### src/rtl/irqvec_pkg.sv
// Shared constants for the vectored interrupt controller.
// Assumes word-spaced registers decoded from a 3-bit word index.
package irqvec_pkg;
    localparam int          IDX_W      = 3;
    localparam logic [2:0]  IDX_MASK   = 3'd0;
    localparam logic [2:0]  IDX_RAW    = 3'd1;
    localparam logic [2:0]  IDX_MASKED = 3'd2;
    localparam logic [2:0]  IDX_NMI    = 3'd3;
    localparam logic [2:0]  IDX_EXC    = 3'd4;
endpackage

### src/rtl/irqvec_sync.sv
// Two-stage synchronizer, one chain per bit.
// Assumes each bit is an independent level; no multi-bit coherence is implied.
module irqvec_sync #(
    parameter int WIDTH = 1
) (
    input  logic             clk,
    input  logic             rst_n,
    input  logic [WIDTH-1:0] async_in,
    output logic [WIDTH-1:0] sync_out
);
    for (genvar b = 0; b < WIDTH; b++) begin : g_bit
        logic meta_q;
        logic stab_q;
        // Capture and settle one line over two edges.
        always_ff @(posedge clk) begin
            if (!rst_n) begin
                meta_q <= 1'b0;
                stab_q <= 1'b0;
            end else begin
                meta_q <= async_in[b];
                stab_q <= meta_q;
            end
        end
        assign sync_out[b] = stab_q;
    end
endmodule

### src/rtl/irqvec_regs.sv
// Register file: the mask register, masking of the raw levels, registered read mux.
// Assumes NUM_LINES and NUM_NMI do not exceed DATA_W. Only word index 0 is writable.
module irqvec_regs
    import irqvec_pkg::*;
#(
    parameter int NUM_LINES = 31,
    parameter int NUM_NMI   = 2,
    parameter int DATA_W    = 32
) (
    input  logic                 clk,
    input  logic                 rst_n,
    input  logic                 wr_en,
    input  logic                 rd_en,
    input  logic [IDX_W-1:0]     idx,
    input  logic [NUM_LINES-1:0] wr_bits,
    input  logic [NUM_LINES-1:0] raw,
    input  logic [NUM_NMI-1:0]   nmi_stat,
    output logic [NUM_LINES-1:0] mask,
    output logic [NUM_LINES-1:0] masked,
    output logic [DATA_W-1:0]    rdata
);
    logic [NUM_LINES-1:0] mask_q;
    logic [DATA_W-1:0]    rd_next;

    // Hold the enable mask; only the mask index accepts writes.
    always_ff @(posedge clk) begin
        if (!rst_n)
            mask_q <= '0;
        else if (wr_en && idx == IDX_MASK)
            mask_q <= wr_bits;
    end

    assign mask   = mask_q;
    assign masked = raw & mask_q;

    // Select the word for the addressed index, zero-extended.
    always_comb begin
        rd_next = '0;
        case (idx)
            IDX_MASK:   rd_next[NUM_LINES-1:0] = mask_q;
            IDX_RAW:    rd_next[NUM_LINES-1:0] = raw;
            IDX_MASKED: rd_next[NUM_LINES-1:0] = masked;
            IDX_NMI:    rd_next[NUM_NMI-1:0]   = nmi_stat;
            IDX_EXC:    rd_next = '0;
            default:    rd_next = '0;
        endcase
    end

    // Register read data on the read strobe.
    always_ff @(posedge clk) begin
        if (!rst_n)
            rdata <= '0;
        else if (rd_en)
            rdata <= rd_next;
    end
endmodule

### src/rtl/irqvec_encode.sv
// Vector encoder: one active source gives BASE_VEC+1+index, several give BASE_VEC,
// none gives zero with the request low. Assumes BASE_VEC+NUM_LINES fits in VEC_W.
module irqvec_encode #(
    parameter int                NUM_LINES = 31,
    parameter int                VEC_W     = 8,
    parameter logic [VEC_W-1:0]  BASE_VEC  = 'h30
) (
    input  logic                 clk,
    input  logic                 rst_n,
    input  logic [NUM_LINES-1:0] masked,
    output logic                 irq_req,
    output logic [VEC_W-1:0]     irq_vec
);
    localparam int IX_W = $clog2(NUM_LINES);

    logic              any_set;
    logic              many_set;
    logic [IX_W-1:0]   low_idx;
    logic [VEC_W-1:0]  vec_next;

    assign any_set  = |masked;
    assign many_set = |(masked & (masked - NUM_LINES'(1)));

    // Locate the lowest set bit; only used when a single bit is set.
    always_comb begin
        low_idx = '0;
        for (int i = NUM_LINES - 1; i >= 0; i--) begin
            if (masked[i])
                low_idx = IX_W'(i);
        end
    end

    // Choose the vector code from the pending pattern.
    always_comb begin
        if (!any_set)
            vec_next = '0;
        else if (many_set)
            vec_next = BASE_VEC;
        else
            vec_next = BASE_VEC + VEC_W'(1) + VEC_W'(low_idx);
    end

    // Register the request and vector toward the core.
    always_ff @(posedge clk) begin
        if (!rst_n) begin
            irq_req <= 1'b0;
            irq_vec <= '0;
        end else begin
            irq_req <= any_set;
            irq_vec <= vec_next;
        end
    end
endmodule

### src/rtl/irqvec_ctrl.sv
// Top of the vectored interrupt controller: synchronizers, register file,
// vector encoder and the non-maskable request. Assumes a byte-addressed word window.
module irqvec_ctrl
    import irqvec_pkg::*;
#(
    parameter int               NUM_LINES = 31,
    parameter int               NUM_NMI   = 2,
    parameter int               DATA_W    = 32,
    parameter int               ADDR_W    = 5,
    parameter int               VEC_W     = 8,
    parameter logic [VEC_W-1:0] BASE_VEC  = 'h30
) (
    input  logic                 clk,
    input  logic                 rst_n,
    input  logic [NUM_LINES-1:0] irq_in,
    input  logic [NUM_NMI-1:0]   nmi_in,
    input  logic                 bus_wr,
    input  logic                 bus_rd,
    input  logic [ADDR_W-1:0]    bus_addr,
    input  logic [DATA_W-1:0]    bus_wdata,
    output logic [DATA_W-1:0]    bus_rdata,
    output logic                 irq_req,
    output logic [VEC_W-1:0]     irq_vec,
    output logic                 nmi_req
);
    logic [NUM_LINES-1:0] raw_lvl;
    logic [NUM_NMI-1:0]   nmi_lvl;
    logic [NUM_LINES-1:0] mask_q;
    logic [NUM_LINES-1:0] masked_lvl;
    logic [IDX_W-1:0]     word_idx;
    logic [1:0]           unused_addr_lo;
    logic [DATA_W-NUM_LINES-1:0] unused_wdata_hi;

    assign word_idx        = bus_addr[IDX_W+1:2];
    assign unused_addr_lo  = bus_addr[1:0];
    assign unused_wdata_hi = bus_wdata[DATA_W-1:NUM_LINES];

    irqvec_sync #(.WIDTH(NUM_LINES)) u_sync_irq (
        .clk      (clk),
        .rst_n    (rst_n),
        .async_in (irq_in),
        .sync_out (raw_lvl)
    );

    irqvec_sync #(.WIDTH(NUM_NMI)) u_sync_nmi (
        .clk      (clk),
        .rst_n    (rst_n),
        .async_in (nmi_in),
        .sync_out (nmi_lvl)
    );

    irqvec_regs #(
        .NUM_LINES (NUM_LINES),
        .NUM_NMI   (NUM_NMI),
        .DATA_W    (DATA_W)
    ) u_regs (
        .clk      (clk),
        .rst_n    (rst_n),
        .wr_en    (bus_wr),
        .rd_en    (bus_rd),
        .idx      (word_idx),
        .wr_bits  (bus_wdata[NUM_LINES-1:0]),
        .raw      (raw_lvl),
        .nmi_stat (nmi_lvl),
        .mask     (mask_q),
        .masked   (masked_lvl),
        .rdata    (bus_rdata)
    );

    irqvec_encode #(
        .NUM_LINES (NUM_LINES),
        .VEC_W     (VEC_W),
        .BASE_VEC  (BASE_VEC)
    ) u_enc (
        .clk     (clk),
        .rst_n   (rst_n),
        .masked  (masked_lvl),
        .irq_req (irq_req),
        .irq_vec (irq_vec)
    );

    // Raise the non-maskable request while any status bit is set.
    always_ff @(posedge clk) begin
        if (!rst_n)
            nmi_req <= 1'b0;
        else
            nmi_req <= |nmi_lvl;
    end
endmodule

### config.mk
export PLATFORM = sky130hd
export DESIGN_NAME = irqvec_ctrl
export DESIGN_NICKNAME = d
export VERILOG_FILES = /design/src/rtl/irqvec_pkg.sv /design/src/rtl/irqvec_sync.sv /design/src/rtl/irqvec_regs.sv /design/src/rtl/irqvec_encode.sv /design/src/rtl/irqvec_ctrl.sv
export SDC_FILE = /design/constraint.sdc
export NUM_CORES = 1
export LEC_CHECK = 0
export BUFFER_PORTS_ARGS = -buffer_cell sky130_fd_sc_hd__buf_2
export CAP_MARGIN = 20
export CORE_ASPECT_RATIO = 2
export CORE_MARGIN = 5
export CORE_UTILIZATION = 35
export CTS_CLUSTER_SIZE = 30
export DETAILED_ROUTE_END_ITERATION = 6
export GPL_ROUTABILITY_DRIVEN = 1
export MAX_ROUTING_LAYER = met4
export PLACE_DENSITY = 0.65
export SLEW_MARGIN = 0
export SYNTH_ARGS = -nofsm -noshare
export SYNTH_HDL_FRONTEND = slang
export SYNTH_HIERARCHICAL = 1
export SYNTH_SLANG_ARGS = --single-unit
### constraint.sdc
create_clock -name clk -period 6.3 [get_ports clk]
set_input_delay 0.315 -clock clk [delete_from_list [all_inputs] [get_ports clk]]
set_output_delay 0.315 -clock clk [all_outputs]
set_load 0.1 [all_outputs]
==> results.sh <==
export IMPL_rrSetupSlack_ns=3.33
export IMPL_fp_row_count=68
export IMPL_hold_ws_ns=0.0889
export IMPL_fmax_mhz=337
export IMPL_pre_cts_slack_ns=3.37
export IMPL_final_core_util_pct=41.6
export IMPL_slew_violations=0
export IMPL_areaGrowthSynthToFinish_pct=17.4
export IMPL_h_tree_depth=4
export IMPL_place_congestion=0.912
export IMPL_grt_busiest_layer="met2"
export IMPL_slew_headroom_pct=44.7
export IMPL_antenna_left=0
export IMPL_syn_inst=673
export IMPL_grt_max_degree=77
export IMPL_async_reset_ff_share_pct=0
export IMPL_fin_crit_ns=2.97
export IMPL_fin_tns_setup_ns=0
export IMPL_grt_pass1_wl_um=24700
export IMPL_avgSynthCellArea_um2=9.08
export IMPL_hold_path_endpoint="u_sync_nmi/g_bit[0].meta_q"
export IMPL_post_dp_cell_area_mm2=0.00652
export IMPL_initial_core_util_pct=35.4
export IMPL_yosysSeqAreaShare_pct=44.9
export IMPL_crit_path_start_kind="flop"
export IMPL_clock_path_buffers=2
export IMPL_antenna_found_initial=0
export IMPL_drt_iter0_drc=195
export IMPL_cts_tree="yes"
export IMPL_core_mm2=0.0173
export IMPL_synth_top_area_share_pct=44.9
export IMPL_drive_gt1_share_pct=30.3
export IMPL_worst_r2r_cell_count=8
export IMPL_period_share_pct=47.1
export IMPL_critPathMaxFanout=6
export IMPL_synth_edf_count=0
export IMPL_slowest_stage="o41ai_1"
export IMPL_synth_area_leader_cell="dfxtp_1"
export IMPL_required_ns=6.60
export IMPL_setup_violations_final=0
export IMPL_ioPinCount=116
export IMPL_cts_setup_buffers=0
export IMPL_die_area_mm2=0.0204
export IMPL_synth_area_leaders="dfxtp_1, and2_2, nand2_1, buf_4, and2_1"
export IMPL_finish_instance_area_mm2=0.00718
export IMPL_cpPeakStageDelay_ns=0.57
export IMPL_drt_first_pass_iters=4
export IMPL_drc=0
export IMPL_dp_hpwl_um=11200
export IMPL_peakVddDrop_uv=203
export IMPL_tightest_slew_ns=0.829
export IMPL_final_cell_mix="dfxtp_1, buf_2, nand2_1"
export IMPL_globalRouteMet3Util_pct=3.15
export IMPL_grt_pass1_vias=4855
export IMPL_yosys_warnings=6
export IMPL_setup_slack_ns=3.33
export IMPL_status="finished clean"
export IMPL_powerDensity_mw_per_mm2=302
export IMPL_hold_path_startpoint="nmi_in[0]"
export IMPL_port_buffers=110
export IMPL_synth_fp_nets=748
export IMPL_hold_class="input port to flop"
export IMPL_grtUsageMet1_pct=16.1
export IMPL_dieHeight_um=197
export IMPL_clock_latency_ns=0.42
export IMPL_fin_skew_ns=0.00633
export IMPL_setup_worst_path_class="flop to flop"
export IMPL_cts_sinks=137
export IMPL_totalWireLength_um=16000
export IMPL_hold_buffers=0
export IMPL_crit_chain="and2_1 -> nor4_2 -> nand3_1 -> o41ai_1 -> nand4_1 -> a2111oi_4 -> nand2_1 -> a32o_1"
export IMPL_cts_made_buffers=17
export IMPL_hold_viol_final=0
export IMPL_grtUsageMet2_pct=29.7
export IMPL_worstPathArrival_ns=3.27
export IMPL_globalRoute_totalOverflow=0
export IMPL_netlist_area_mm2=0.00611
export IMPL_root_buffer="clkbuf_16"
export IMPL_final_common_cell="dfxtp_1"
export IMPL_cap_violations=0
export IMPL_grt_setup_unrepaired="no"
export IMPL_cts_clk_slew_worst_paths_ns=0.06
export IMPL_r2r_end="u_enc/irq_vec[5]"
export IMPL_vias=4810
export IMPL_nNetsFinal=814
export IMPL_wl_per_cell_um=16.7
export IMPL_synthDistinctLibCells=67
export IMPL_r2r_start="u_sync_irq/g_bit[12].stab_q"
export IMPL_cp_end_kind="flop"
export IMPL_diodes=0
export IMPL_synth_seq_cells=137
export IMPL_grt_usage_pct=16.6
export IMPL_p_leak_nw=2.96
export IMPL_min_path_cells=2
export IMPL_cts_resized=0
export IMPL_viasPerCell=5.00
export IMPL_die_width_um=103
export IMPL_synthFlopType="dfxtp_1"
## metrics by stage
step | total power, mW | instances
2_1_floorplan | 1.04 | 673
3_3_place_gp | 1.07 | 930
3_5_place_dp | 1.07 | 930
4_1_cts | 2.19 | 962
5_1_grt | 2.24 | 962
6_report | 2.17 | 962
## flip-flops by register name (all words and copies together), names as in the netlist
name and flops:
nmi_req 1, u_enc/irq_req 1, u_regs/mask 31, u_sync_nmi/g_bit.stab_q 2, u_sync_irq/g_bit.meta_q 31, u_sync_irq/g_bit.stab_q 31
u_regs/rdata 31, u_sync_nmi/g_bit.meta_q 2, u_enc/irq_vec 7
## worst max-delay path: cells and delay by family, from the launching register on
family | cells | cell delay [ns]
flip-flops | 1 | 0.31
AO/OA/AOI/OAI | 3 | 1.15
AND/OR/NAND/NOR | 5 | 1.38
## report_power, final
| part | total (mW) | switching (mW) | internal (mW) |
|---|---|---|---|
| sequential | 0.905 | 0.0111 | 0.894 |
| clock | 1.12 | 0.400 | 0.718 |
| combinational | 0.148 | 0.0939 | 0.0541 |
## cells in the mapped netlist, drive strengths merged (6+ instances only)
master   count
a2111oi      7
a21boi      31
a21oi       15
a32o         7
a32oi       23
and2        99
buf         54
clkbuf      14
dfxtp      137
inv         10
nand2       94
nand2b      32
nor2        28
nor2b       15
nor3         6
o21ai       33
or4          6
## metal layers
metal	vias to the layer above	share of wire (%)
met5	-	0
met3	38	3.9
li1	2403	-
met4	0	3.5
met2	120	56
met1	2249	37
## cell type report
cell class                 instances  area (um^2)
clock buffer                      19          443
clock inverter                    13          214
fill                            1765        10100
inverter                          10         37.5
multi-input combinational        458         2890
sequential                       137         2740
tap                              210          263
timing repair buffer             115          588
## cells by family (layout without fill, tap and decap cells)
kind of cell	Yosys count	after routing	synth area share, %
buffers and inverters	78	157	7.96
AND/OR/NAND/NOR	303	303	28.5
adder cells (fa/ha/maj)	1	1	0.205
flip-flops	137	137	44.9
multiplexers	1	1	0.164
other	2	2	0.123
XOR/XNOR	3	3	0.430
AO/OA/AOI/OAI	148	148	17.8
## worst max-delay path by stage
stage	start	endpoint	depth (start not counted)
floorplan	u_sync_irq/g_bit[8].stab_q	u_enc/irq_vec[5]	9
global placement	u_sync_irq/g_bit[12].stab_q	u_enc/irq_vec[5]	8
detailed placement	u_sync_irq/g_bit[12].stab_q	u_enc/irq_vec[5]	8
CTS	u_sync_irq/g_bit[12].stab_q	u_enc/irq_vec[5]	8
global route	u_sync_irq/g_bit[12].stab_q	u_enc/irq_vec[5]	8
finish	u_sync_irq/g_bit[12].stab_q	u_enc/irq_vec[5]	8
Power figures use the tool's default switching activity.
